===== src/rtl/tx_nib_pkg.sv =====
package tx_nib_pkg;

    localparam int NUM_LANES   = 6;
    localparam int WIDE_BITS   = 8;
    localparam int NARROW_BITS = 2;
    localparam int UI_PER_EN   = 2;
    localparam int EN_BITS     = WIDE_BITS / UI_PER_EN;
    localparam int CNT_W       = $clog2(WIDE_BITS);

    typedef enum logic {
        SRC_DIRECT = 1'b0,
        SRC_ENWORD = 1'b1
    } tri_src_e;

    typedef enum logic {
        SER_WIDE   = 1'b0,
        SER_NARROW = 1'b1
    } ser_mode_e;

    // Per-cycle frame control, shared by every lane
    typedef struct packed {
        logic load;     // capture parallel inputs
        logic adv;      // advance to next UI inside a frame
        logic en_step;  // advance enable word by one bit (every UI_PER_EN UIs)
    } frame_ctl_t;

    function automatic logic [CNT_W-1:0] last_ui(input ser_mode_e mode);
        return (mode == SER_NARROW) ? CNT_W'(NARROW_BITS - 1) : CNT_W'(WIDE_BITS - 1);
    endfunction

    function automatic logic tri_pick(input tri_src_e sel, input ser_mode_e mode,
                                      input logic loaded, input logic direct,
                                      input logic from_word);
        logic r;
        if (!loaded)                    r = 1'b1;
        else if (sel == SRC_DIRECT)     r = direct;
        else if (mode == SER_NARROW)    r = 1'b1;
        else                            r = from_word;
        return r;
    endfunction

endpackage


===== src/rtl/tx_frame_timer.sv =====
module tx_frame_timer
    import tx_nib_pkg::*;
#(
    parameter int FRAME_MAX = WIDE_BITS,
    localparam int CW = $clog2(FRAME_MAX)
) (
    input  logic       clk,
    input  logic       rst,
    input  logic       ui_tick,
    input  ser_mode_e  mode,
    output frame_ctl_t ctl,
    output logic       loaded
);
    logic [CW-1:0] ui_cnt;
    logic [CW-1:0] ui_last;
    logic          at_end;

    assign ui_last = CW'(last_ui(mode));
    assign at_end  = (ui_cnt >= ui_last);

    always_ff @(posedge clk) begin
        if (rst) begin
            ui_cnt <= CW'(FRAME_MAX - 1);
            loaded <= 1'b0;
        end else if (ui_tick) begin
            if (at_end) begin
                ui_cnt <= '0;
                loaded <= 1'b1;
            end else begin
                ui_cnt <= ui_cnt + 1'b1;
            end
        end
    end

    always_comb begin
        ctl.load    = ui_tick && at_end;
        ctl.adv     = ui_tick && !at_end;
        ctl.en_step = ui_tick && !at_end && ui_cnt[0];
    end
endmodule


===== src/rtl/tx_lane_ser.sv =====
module tx_lane_ser
    import tx_nib_pkg::*;
#(
    parameter int W = WIDE_BITS
) (
    input  logic         clk,
    input  logic         rst,
    input  frame_ctl_t   ctl,
    input  logic [W-1:0] word,
    output logic         ser
);
    logic [W-1:0] shreg;

    always_ff @(posedge clk) begin
        if (rst)          shreg <= '0;
        else if (ctl.load) shreg <= word;
        else if (ctl.adv)  shreg <= {1'b0, shreg[W-1:1]};
    end

    assign ser = shreg[0];
endmodule


===== src/rtl/tx_enword_ser.sv =====
module tx_enword_ser
    import tx_nib_pkg::*;
#(
    parameter int EB = EN_BITS
) (
    input  logic          clk,
    input  logic          rst,
    input  frame_ctl_t    ctl,
    input  logic [EB-1:0] en_word,
    output logic          tri_req
);
    // stage holds the word for the next frame; shreg serves the current one
    logic [EB-1:0] stage;
    logic [EB-1:0] shreg;

    always_ff @(posedge clk) begin
        if (rst) begin
            stage <= '0;
            shreg <= '0;
        end else if (ctl.load) begin
            stage <= en_word;
            shreg <= stage;
        end else if (ctl.en_step) begin
            shreg <= {1'b0, shreg[EB-1:1]};
        end
    end

    // enable active high -> high-impedance request is its inverse
    assign tri_req = ~shreg[0];
endmodule


===== src/rtl/tx_nib_serializer.sv =====
module tx_nib_serializer
    import tx_nib_pkg::*;
#(
    parameter int LANES = NUM_LANES,
    parameter int WB    = WIDE_BITS,
    parameter int EB    = EN_BITS
) (
    input  logic              clk,
    input  logic              rst,
    input  logic              ui_tick,
    input  logic              narrow_mode,
    input  logic [LANES-1:0]  src_sel,
    input  logic [LANES*WB-1:0] data_in,
    input  logic [LANES-1:0]  tri_in,
    input  logic [EB-1:0]     wren_in,
    output logic [LANES-1:0]  ser_out,
    output logic [LANES-1:0]  tri_out,
    output logic              cfg_err,
    output logic              frame_start
);
    frame_ctl_t ctl;
    logic       loaded;
    logic       word_tri;
    ser_mode_e  mode;

    assign mode        = ser_mode_e'(narrow_mode);
    assign frame_start = ctl.load;

    tx_frame_timer #(.FRAME_MAX(WB)) u_timer (
        .clk    (clk),
        .rst    (rst),
        .ui_tick(ui_tick),
        .mode   (mode),
        .ctl    (ctl),
        .loaded (loaded)
    );

    tx_enword_ser #(.EB(EB)) u_enword (
        .clk    (clk),
        .rst    (rst),
        .ctl    (ctl),
        .en_word(wren_in),
        .tri_req(word_tri)
    );

    for (genvar i = 0; i < LANES; i++) begin : g_lane
        tx_lane_ser #(.W(WB)) u_ser (
            .clk (clk),
            .rst (rst),
            .ctl (ctl),
            .word(data_in[i*WB +: WB]),
            .ser (ser_out[i])
        );

        assign tri_out[i] = tri_pick(tri_src_e'(src_sel[i]), mode, loaded,
                                     tri_in[i], word_tri);
    end

    always_ff @(posedge clk) begin
        if (rst)
            cfg_err <= 1'b0;
        else if ((mode == SER_NARROW) && (|src_sel))
            cfg_err <= 1'b1;
    end
endmodule


===== config.mk =====
export PLATFORM = sky130hd
export DESIGN_NAME = tx_nib_serializer
export DESIGN_NICKNAME = d
export VERILOG_FILES = /design/src/rtl/tx_nib_pkg.sv /design/src/rtl/tx_frame_timer.sv /design/src/rtl/tx_lane_ser.sv /design/src/rtl/tx_enword_ser.sv /design/src/rtl/tx_nib_serializer.sv
export SDC_FILE = /design/constraint.sdc
export NUM_CORES = 1
export LEC_CHECK = 0
export BUFFER_PORTS_ARGS = -buffer_cell sky130_fd_sc_hd__buf_2
export CAP_MARGIN = 30
export CORE_MARGIN = 2
export CORE_UTILIZATION = 45
export CTS_BUF_LIST = sky130_fd_sc_hd__clkbuf_4 sky130_fd_sc_hd__clkbuf_8
export DETAILED_ROUTE_END_ITERATION = 7
export PLACE_DENSITY = 0.69
export SETUP_SLACK_MARGIN = 0.15
export SLEW_MARGIN = 40
export SYNTH_ARGS = -nofsm -noshare
export SYNTH_HDL_FRONTEND = slang
export SYNTH_SLANG_ARGS = --single-unit
export TNS_END_PERCENT = 10

===== constraint.sdc =====
create_clock -name clk -period 2.2 [get_ports clk]
set_input_delay 0.44 -clock clk [delete_from_list [all_inputs] [get_ports clk]]
set_output_delay 0.44 -clock clk [all_outputs]
set_load 0.03 [all_outputs]

==> results_dict.tcl <==
set metrics [dict create \
    slew_headroom_pct 62.0 \
    num_rows 31 \
    topRoutingLayerUsed "met4" \
    htreeDepth 3 \
    critical-path-slowest-cell "ha_2" \
    worstSetupPathType "flip-flop to primary output" \
    finalCritPeriodShare_pct 88.8 \
    routedLengthMet1_mm 3.46 \
    power.density_mw_per_mm2 801 \
    critPathArrivalTime_ps 1510 \
    power_mw 3.14 \
    max_stage_delay_ps 390 \
    grt_usage_pct 20.1 \
    wl_per_cell_um 14.6 \
    cp_num_cells 4 \
    num_io_pins 82 \
    dp_hpwl_mm 4.82 \
    setup_violations 0 \
    vias_per_cell 5.61 \
    wl_met3_um 468 \
    detailroute.via_count 2914 \
    critPathBufInv 1 \
    clk_pin_slew_ps 70 \
    syn_area_mm2 0.00330 \
    async_flop_share_pct 0 \
    min_period_ps 1950 \
    min_delay_path_depth 3 \
    worst_r2r_path_depth 5 \
    fillers 642 \
    fin_skew_ps 7.80 \
    setup-tns-final_ps 0 \
    regToRegStartpoint "u_timer.ui_cnt[2]" \
    cts_tree "done" \
    critPathLaunchType "flip-flop" \
    cts_sinks 61 \
    route.met2.wl_mm 3.50 \
    totalWireLength_mm 7.56 \
    postRouteAntennaNets 0 \
    ys_warn_count 0 \
    post_cts_buffers 0 \
    drive_gt1_share_pct 40.5 \
    ys.flop_type "dfxtp_1" \
    ys_ff_latch 61 \
    startpoint "u_timer.ui_cnt[2]" \
    cap_violations 0 \
    outcome "complete, no violations" \
    final_common_cell "buf_2" \
    tightestPinTransition_ps 570 \
    cts.path.max_buffers 2 \
    drtIter0Drc 162 \
    endpoint_kind "primary output" \
    cpLargestDelayFamily "adder cells" \
    hold_viol 0 \
    antenna_found_initial 0 \
    peakVddDrop_v 0.000413 \
    final-max-slew-violation-count 0 \
    synth.avg_cell_area_um2 9.29 \
    leakage_nw 1.46 \
    yosysUniqueCellTypes 32 \
    cts_buffers 9 \
    clkLatencyLatePin_ps 340 \
    num_antenna_cells 0 \
    synth_cells 355 \
    r2r_end "g_lane[3].u_ser.shreg[5]" \
    final_nets 486 \
    syn-num-nets 426 \
    hold_path.class "input port to flip-flop" \
    synth_edf_count 0 \
    grt_max_degree 61 \
    hold_buffers 0 \
    gp_congestion 0.776 \
    drt_first_pass_iters 4 \
    crit_chain "ha_2, o21ai_1, nor2_1, buf_2" \
    io_buffers 81 \
    seq_area_frac_synth_pct 37.0 \
    final_cell_mix "buf_2, dfxtp_1, nor2_1" \
    cp_max_fo 5 \
    drc 0 \
    syn_to_final_growth_pct 18.9 \
    fmax_mhz 512 \
    rsz0062_at_grt "no" \
    die-area_mm2 0.00803 \
    die_x_um 89.6 \
    setup.worst_path.end "frame_start" \
    dieHeight_um 89.6 \
    grt_pass1_vias 2723 \
    core_mm2 0.00718 \
    reg2reg_slack_ps 490 \
    start_util_pct 46.0 \
    grt.overflow.total 0 \
    crit_required_ps 1760 \
    cts-root-buf "clkbuf_8" \
    grt_pass1_wl_mm 12.6 \
]
area by class of cell:
class	instances	area [um^2]	area share, %
clock buffers	12	165	4.21
repair buffers	93	548	14.0
inverters	2	7.51	0.191
clock inverters	4	45.0	1.15
multi-input cells	248	1810	46.2
well taps	99	124	3.16
flip-flops and latches	61	1220	31.2
flip-flops by register name, indices dropped and copies added, names as in the netlist:
register and cells:
u_timer.loaded 1, cfg_err 1, u_enword.shreg 4, g_lane.u_ser.shreg 48, u_timer.ui_cnt 3, u_enword.stage 4
logic make-up after synthesis:
group,Yosys count,synth area share [%]
fa+ha+maj,3,1.14
flops,61,37.0
buf+inv,46,8.80
mux,6,1.82
compound gates,122,32.7
simple gates,116,18.2
xor+xnor,1,0.266
worst min-delay path by stage:
stage	from	to	slack, ps
2_1_floorplan	u_enword.stage[3]	u_enword.shreg[3]	440
3_3_place_gp	cfg_err	cfg_err	440
3_5_place_dp	cfg_err	cfg_err	440
4_1_cts	data_in[15]	g_lane[1].u_ser.shreg[7]	340
5_1_grt	wren_in[3]	u_enword.stage[3]	340
6_report	data_in[15]	g_lane[1].u_ser.shreg[7]	350
worst reg2reg max path, cell delays in order (launching register included):
cell and delay [ps]:
dfxtp_1 330, ha_2 390, or2_2 140, buf_4 330
nand3_1 170, a311oi_2 280
per-layer routing:
metal / up-vias / GRT usage (%)
met5: - / 0
met4: 0 / 6.65
met3: 13 / 6.22
met2: 86 / 32.4
met1: 1369 / 25.5
li1: 1446 / -
synth_stat cells (7+ instances only):
library cell | count | area share [%]
a21oi_1 | 10 | 1.5
a311oi_2 | 39 | 18
buf_2 | 10 | 1.5
buf_4 | 13 | 3.0
clkbuf_1 | 14 | 1.6
dfxtp_1 | 61 | 37
nand2_1 | 8 | 0.91
nand3_1 | 35 | 5.3
nand3_2 | 15 | 4.6
nor2_1 | 51 | 5.8
o211ai_1 | 7 | 1.6
o21ai_0 | 12 | 1.8
o21ai_1 | 40 | 6.1
repair_timing:
| action | CTS | global route |
|---|---|---|
| resized for setup | 0 | 3 |
| pin swaps | 1 | 1 |
| endpoints found under the setup margin | 1 | 1 |
stage by stage:
| step | setup slack [ps] | area (um^2) | cells | utilization [%] | hold slack, ps |
|---|---|---|---|---|---|
| after floorplan | 227 | 3300 | 355 | - | 440 |
| after global placement | 230 | 3700 | 503 | 51.5 | 445 |
| after detailed placement | 206 | 3700 | 503 | 51.5 | 445 |
| after CTS | 182 | 3910 | 519 | 54.4 | 338 |
| after global routing | 178 | 3920 | 519 | 54.7 | 338 |
| final | 246 | 3920 | 519 | 54.7 | 353 |
power breakdown:
part / switching [mW] / internal (mW)
combinational: 0.523 / 0.322
clock: 0.432 / 0.610
sequential: 0.0542 / 1.20
total: 1.01 / 2.14
Note: power is estimated with default switching activity, not from simulation.
